===== src/rtl/seqcnt_pkg.sv =====
package seqcnt_pkg;
  localparam int CNT_W = 3;
  localparam logic [CNT_W-1:0] START_CODE   = 3'd0;
  localparam logic [CNT_W-1:0] RECOVER_CODE = 3'd7;

  // next code of the five-state cycle; all other codes fall to recovery
  function automatic logic [CNT_W-1:0] next_code(input logic [CNT_W-1:0] cur);
    logic [CNT_W-1:0] n;
    case (cur)
      3'd0:    n = 3'd2;
      3'd2:    n = 3'd3;
      3'd3:    n = 3'd4;
      3'd4:    n = 3'd7;
      3'd7:    n = START_CODE;
      default: n = RECOVER_CODE;
    endcase
    return n;
  endfunction

  // JK characteristic: hold, clear, set, toggle
  function automatic logic jk_update(input logic j, input logic k, input logic q);
    return (j & ~q) | (~k & q);
  endfunction

  // excitation with don't-cares resolved to 0
  function automatic logic exc_j(input logic q, input logic n);
    return ~q & n;
  endfunction

  function automatic logic exc_k(input logic q, input logic n);
    return q & ~n;
  endfunction
endpackage


===== src/rtl/seqcnt_jkcell.sv =====
module seqcnt_jkcell
  import seqcnt_pkg::*;
(
  input  logic clk,
  input  logic rst_n,
  input  logic j,
  input  logic k,
  output logic q
);
  logic q_r;

  always_ff @(posedge clk or negedge rst_n) begin
    if (!rst_n) q_r <= 1'b0;
    else        q_r <= jk_update(j, k, q_r);
  end

  assign q = q_r;
endmodule


===== src/rtl/seqcnt_nextmap.sv =====
module seqcnt_nextmap
  import seqcnt_pkg::*;
(
  input  logic [CNT_W-1:0] cur,
  output logic [CNT_W-1:0] nxt
);
  always_comb nxt = next_code(cur);
endmodule


===== src/rtl/seqcnt_excite.sv =====
module seqcnt_excite
  import seqcnt_pkg::*;
(
  input  logic             en,
  input  logic [CNT_W-1:0] cur,
  input  logic [CNT_W-1:0] nxt,
  output logic [CNT_W-1:0] j,
  output logic [CNT_W-1:0] k
);
  for (genvar b = 0; b < CNT_W; b++) begin : g_exc
    assign j[b] = en & exc_j(cur[b], nxt[b]);
    assign k[b] = en & exc_k(cur[b], nxt[b]);
  end
endmodule


===== src/rtl/seqcnt_jk.sv =====
module seqcnt_jk
  import seqcnt_pkg::*;
(
  input  logic             clk,
  input  logic             rst_n,
  input  logic             cnt_en,
  output logic [CNT_W-1:0] state,
  output logic [CNT_W-1:0] j_drv,
  output logic [CNT_W-1:0] k_drv
);
  logic [CNT_W-1:0] cur_code;
  logic [CNT_W-1:0] nxt_code;

  seqcnt_nextmap u_map (
    .cur (cur_code),
    .nxt (nxt_code)
  );

  seqcnt_excite u_exc (
    .en  (cnt_en),
    .cur (cur_code),
    .nxt (nxt_code),
    .j   (j_drv),
    .k   (k_drv)
  );

  for (genvar b = 0; b < CNT_W; b++) begin : g_bit
    seqcnt_jkcell u_cell (
      .clk   (clk),
      .rst_n (rst_n),
      .j     (j_drv[b]),
      .k     (k_drv[b]),
      .q     (cur_code[b])
    );
  end

  assign state = cur_code;
endmodule


===== config.mk =====
export PLATFORM = sky130hd
export DESIGN_NAME = seqcnt_jk
export DESIGN_NICKNAME = d
export VERILOG_FILES = /design/src/rtl/seqcnt_pkg.sv /design/src/rtl/seqcnt_jkcell.sv /design/src/rtl/seqcnt_nextmap.sv /design/src/rtl/seqcnt_excite.sv /design/src/rtl/seqcnt_jk.sv
export SDC_FILE = /design/constraint.sdc
export NUM_CORES = 1
export LEC_CHECK = 0
export CAP_MARGIN = 5
export CORE_AREA = 2 2 39 41
export DETAILED_ROUTE_END_ITERATION = 8
export DIE_AREA = 0 0 41 43
export PLACE_DENSITY = 0.46
export REMOVE_ABC_BUFFERS = 1
export SYNTH_ARGS = -nofsm -noshare
export SYNTH_HDL_FRONTEND = slang
export SYNTH_SLANG_ARGS = --single-unit

===== constraint.sdc =====
create_clock -name clk -period 2.1 [get_ports clk]
set_input_delay 0.315 -clock clk [delete_from_list [all_inputs] [get_ports clk]]
set_output_delay 0.315 -clock clk [all_outputs]
set_load 0.02 [all_outputs]

# Word-level counts from Yosys, hierarchy flattened
# Index checks and enable logic that the tools add are counted.
[word_totals]
register_bits = 3
input_bits = 3
output_inout_bits = 9
elab_cells = 38
[classes]
eq_ne = 3
n_mux = 1
n_bitwise = 30
reduce_logical = 1
[op_table]
columns = ["operator", "n"]
rows = [
  ["$and 1x1->1", 18],
  ["$pmux 3 s4", 1],
  ["$not 1->1", 9],
  ["$eq 3x2->1 const B", 2],
  ["$eq 3x3->1 const B", 1],
  ["$logic_not 3->1", 1],
  ["$or 1x1->1", 3],
]

# Longest topological paths before layout
[depth]
depth_word = 8
mapped_depth = 4
depth_no_buf = 2

# By module
# From an unflattened synthesis, not the netlist that was laid out.
[hier_totals]
cells_unflattened = 19
hier_area_um2 = 200.2
[by_module_without_submodules]
columns = ["mod", "n_inst", "cells_each", "area_each_um2", "seq_area_each_um2"]
rows = [
  ["seqcnt_jkcell", 3, 3, 38.8, 25.0],
  ["seqcnt_excite", 1, 6, 52.6, 0.0],
  ["seqcnt_nextmap", 1, 4, 31.3, 0.0],
]

# Worst setup path after synthesis
# Ideal clock, no wire load.
[synth_path]
kind = "register to output"
from = "reg (tool-made name)"
to = "out k_drv[2]"
arrival_ns = 0.980
t_required_ns = 1.785
setup_slack_ns = 0.805
path_stages_with_launch = 5
path_buffers = 2
cell_sequence = "dfrtp_1 and3_1 buf_6 and2_1 buf_4"
[synth_lines]
columns = ["element", "line", "rtl"]
rows = [
  ["end: declaration", "seqcnt_jk.sv:9", "output logic [CNT_W-1:0] k_drv"],
]

# Final worst setup path
[layout_path]
from = "in cnt_en"
to = "out k_drv[2]"
[layout_via]
elab_chain_len = 1
[layout_rtl]
columns = ["element", "line", "rtl"]
rows = [
  ["start: declaration", "seqcnt_jk.sv:6", "input logic cnt_en,"],
  ["$and 1x1->1", "seqcnt_excite.sv:12", "assign k[b] = en & exc_k(cur[b], nxt[b]);"],
]
# Every way passes these cells.

==> impl_metrics.csv <==
group,metric,value,unit
yosys,synth_edf_count,0,
yosys,synth_top_area_share,33.9,%
worst_setup_path,end_kind,"output port",
placed_design,portBuffers,11,
run_status,outcome,"finished, final reports clean",
clock_network,htreeDepth,1,
global_route,top_usage_layer,"met4",
worst_setup_path,rrSetupSlack,1.13,ns
worst_setup_path,crit_type,"input port to output port",
placed_design,dp_cells,46,
global_route,use_met3,1.57,%
pwr,p_leak,0.000151,uW
floorplanning,core,0.00138,sq mm
yosys,syn_inst,27,
clock_network,clock_latency,0.23,ns
sta,slew_viol_final,0,
pwr,p_total,487,uW
global_route,met1_usage,4.21,%
yosys,synthTopCellsByCount,"buf_4 (9), nor2_1 (4), a21oi_1 (3), dfrtp_1 (3), and3_1 (2)",
routing,via_count,179,
run,max_cap_viol_count,0,
worst_setup_path,critical_path_required,1.78,ns
floorplanning,die-area,0.00176,sq mm
global_route,grt_use_total,5.03,%
global_route,grtUsageMet2,6.88,%
yosys,ys_warn_count,0,
floorplanning,start_util,16.0,%
yosys,yosys.area.top_type,"dfrtp_1",
finish,nFillCells,152,
yosys,mappedNetlistArea,221,sq um
pwr,power_density,1540,mW/mm^2
floorplanning,rows,14,
sta,setup_violations,0,
global_route,grt_pass1_vias,157,
finish,drive_above_1_share,14.7,%
floorplanning,ios,12,
sta,tightest_slew,0.230,ns
finish,fin_cells,50,
sta,skew,0.000333,ns
yosys,yosys_most_used_dff,"dfrtp_1",
sta,min_period_over_period,98.3,%
sta,period_needed,2.06,ns
sta,rsz0062_at_grt,"false",
routing,dr.pass1.iters,2,
routing,ant_nets,0,
yosys,synth_async_sr_flop_share,100,%
global_route,grt.overflow.total,0,
finish,final_nets,38,
worst_setup_path,r2r_cells,3,
worst_setup_path,cp.arrival,1.75,ns
floorplanning,die_y,43,um
yosys,synth-seq-area-share,33.9,%
placed_design,gp_congestion,0.605,
routing,avgViaCountPerCell,3.58,
hold_path,hp-class,"input port to asynchronous set/reset pin",
clock_network,cts_tree,"yes",
routing,drc,0,
clock_network,clockBufferDepth,2,
clock_network,cts_root_buf,"clkbuf_4",
global_route,grt_max_degree,8,
clock_network,clock_sinks,3,
clock_network,path_clk_slew,0.04,ns
routing,wl_per_cell,7.76,um
sta,slew_headroom,84.5,%
worst_setup_path,critical_path.max_fanout,5,
yosys,synth_seq_cells,3,
sta,tns,0,ns
worst_setup_path,worst_setup_path_start_kind,"input port",
yosys,syn_area_per_cell,8.20,sq um
finish,area_growth,42.9,%
finish,diodes,0,
routing,first_iter_violations,1,
sta,timing.fmax,485,MHz
pwr,peakVddDrop,0.278,mV
yosys,yosysMostFrequentCell,"buf_4",
yosys,synth.distinct_cells,11,
clock_network,cts_made_buffers,3,
routing,routed_wl,388,um
global_route,antenna_found_initial,0,
clock_network,post_cts_buffers,0,
sta,finalHoldViolations,0,
global_route,grt_pass1_wl,524,um
floorplanning,die_width,41,um
yosys,netlist_top_cells_area,"dfrtp_1 (34%), buf_4 (31%), a21oi_1 (6.8%)",
cells in the final DEF (no fill, tap or decap), types with 2 or more instances in the layout:
| cell type | count |
|---|---|
| clkdlybuf4s50_1 | 10 |
| nor2_1 | 4 |
| a21oi_1 | 3 |
| dfrtp_1 | 3 |
| clkbuf_4 | 3 |
| and3_1 | 2 |
| buf_4 | 2 |
repair_timing:
item | 4_1_cts | 5_1_grt
hold buffers | 0 | 0
gates resized for setup | 0 | 1
setup endpoints to repair | 0 | 1
layer usage:
layer,share of wire (%),up-vias
met5,0,-
met4,0,0
met3,13,0
met2,51,8
met1,36,81
li1,-,90
worst max-delay path by stage:
stage,startpoint,to,slack [ns],cells after the start
floorplan,flip-flop,k_drv[2],0.63,2
global placement,cnt_en,k_drv[1],0.03,4
detailed placement,cnt_en,k_drv[1],0.03,4
CTS,cnt_en,k_drv[1],0.02,4
global route,cnt_en,k_drv[2],0.005,4
finish,cnt_en,k_drv[2],0.04,4
cell families after synthesis:
logic type | share of synthesized area, %
flops | 33.9
compound gates | 9.04
buf+inv | 37.3
simple gates | 19.8
layout make-up:
cell class | count | area [sq um] | share of cell area [%]
repair buffers | 13 | 128 | 40.3
multi-input cells | 13 | 63.8 | 20.2
well taps | 16 | 20.0 | 6.32
inverters | 1 | 3.75 | 1.19
flip-flops and latches | 3 | 75.1 | 23.7
clock buffers | 4 | 26.3 | 8.30
where the power goes:
group	total (uW)	internal, uW	leakage, uW	switching [uW]
clock	99.9	71.1	0.0000150	28.8
sequential	122	85.3	0.0000325	36.8
combinational	265	135	0.000103	130
per-stage QoR:
step                      util (%)  cell area (sq um)  setup slack [ns]  hold WS (ns)
after floorplan                  -                143             0.630        0.0194
after global placement        20.8                288            0.0252         0.510
after detailed placement      20.8                288            0.0253         0.511
after CTS                     22.7                314            0.0166         0.260
after global routing          22.9                317           0.00519         0.258
final                         22.9                317            0.0366         0.265
critical path, stage by stage:
cell	delay, ns
clkdlybuf4s50_1	0.53
and3_1	0.19
and2_1	0.12
clkdlybuf4s50_1	0.59
(Power assumes the default switching activity.)
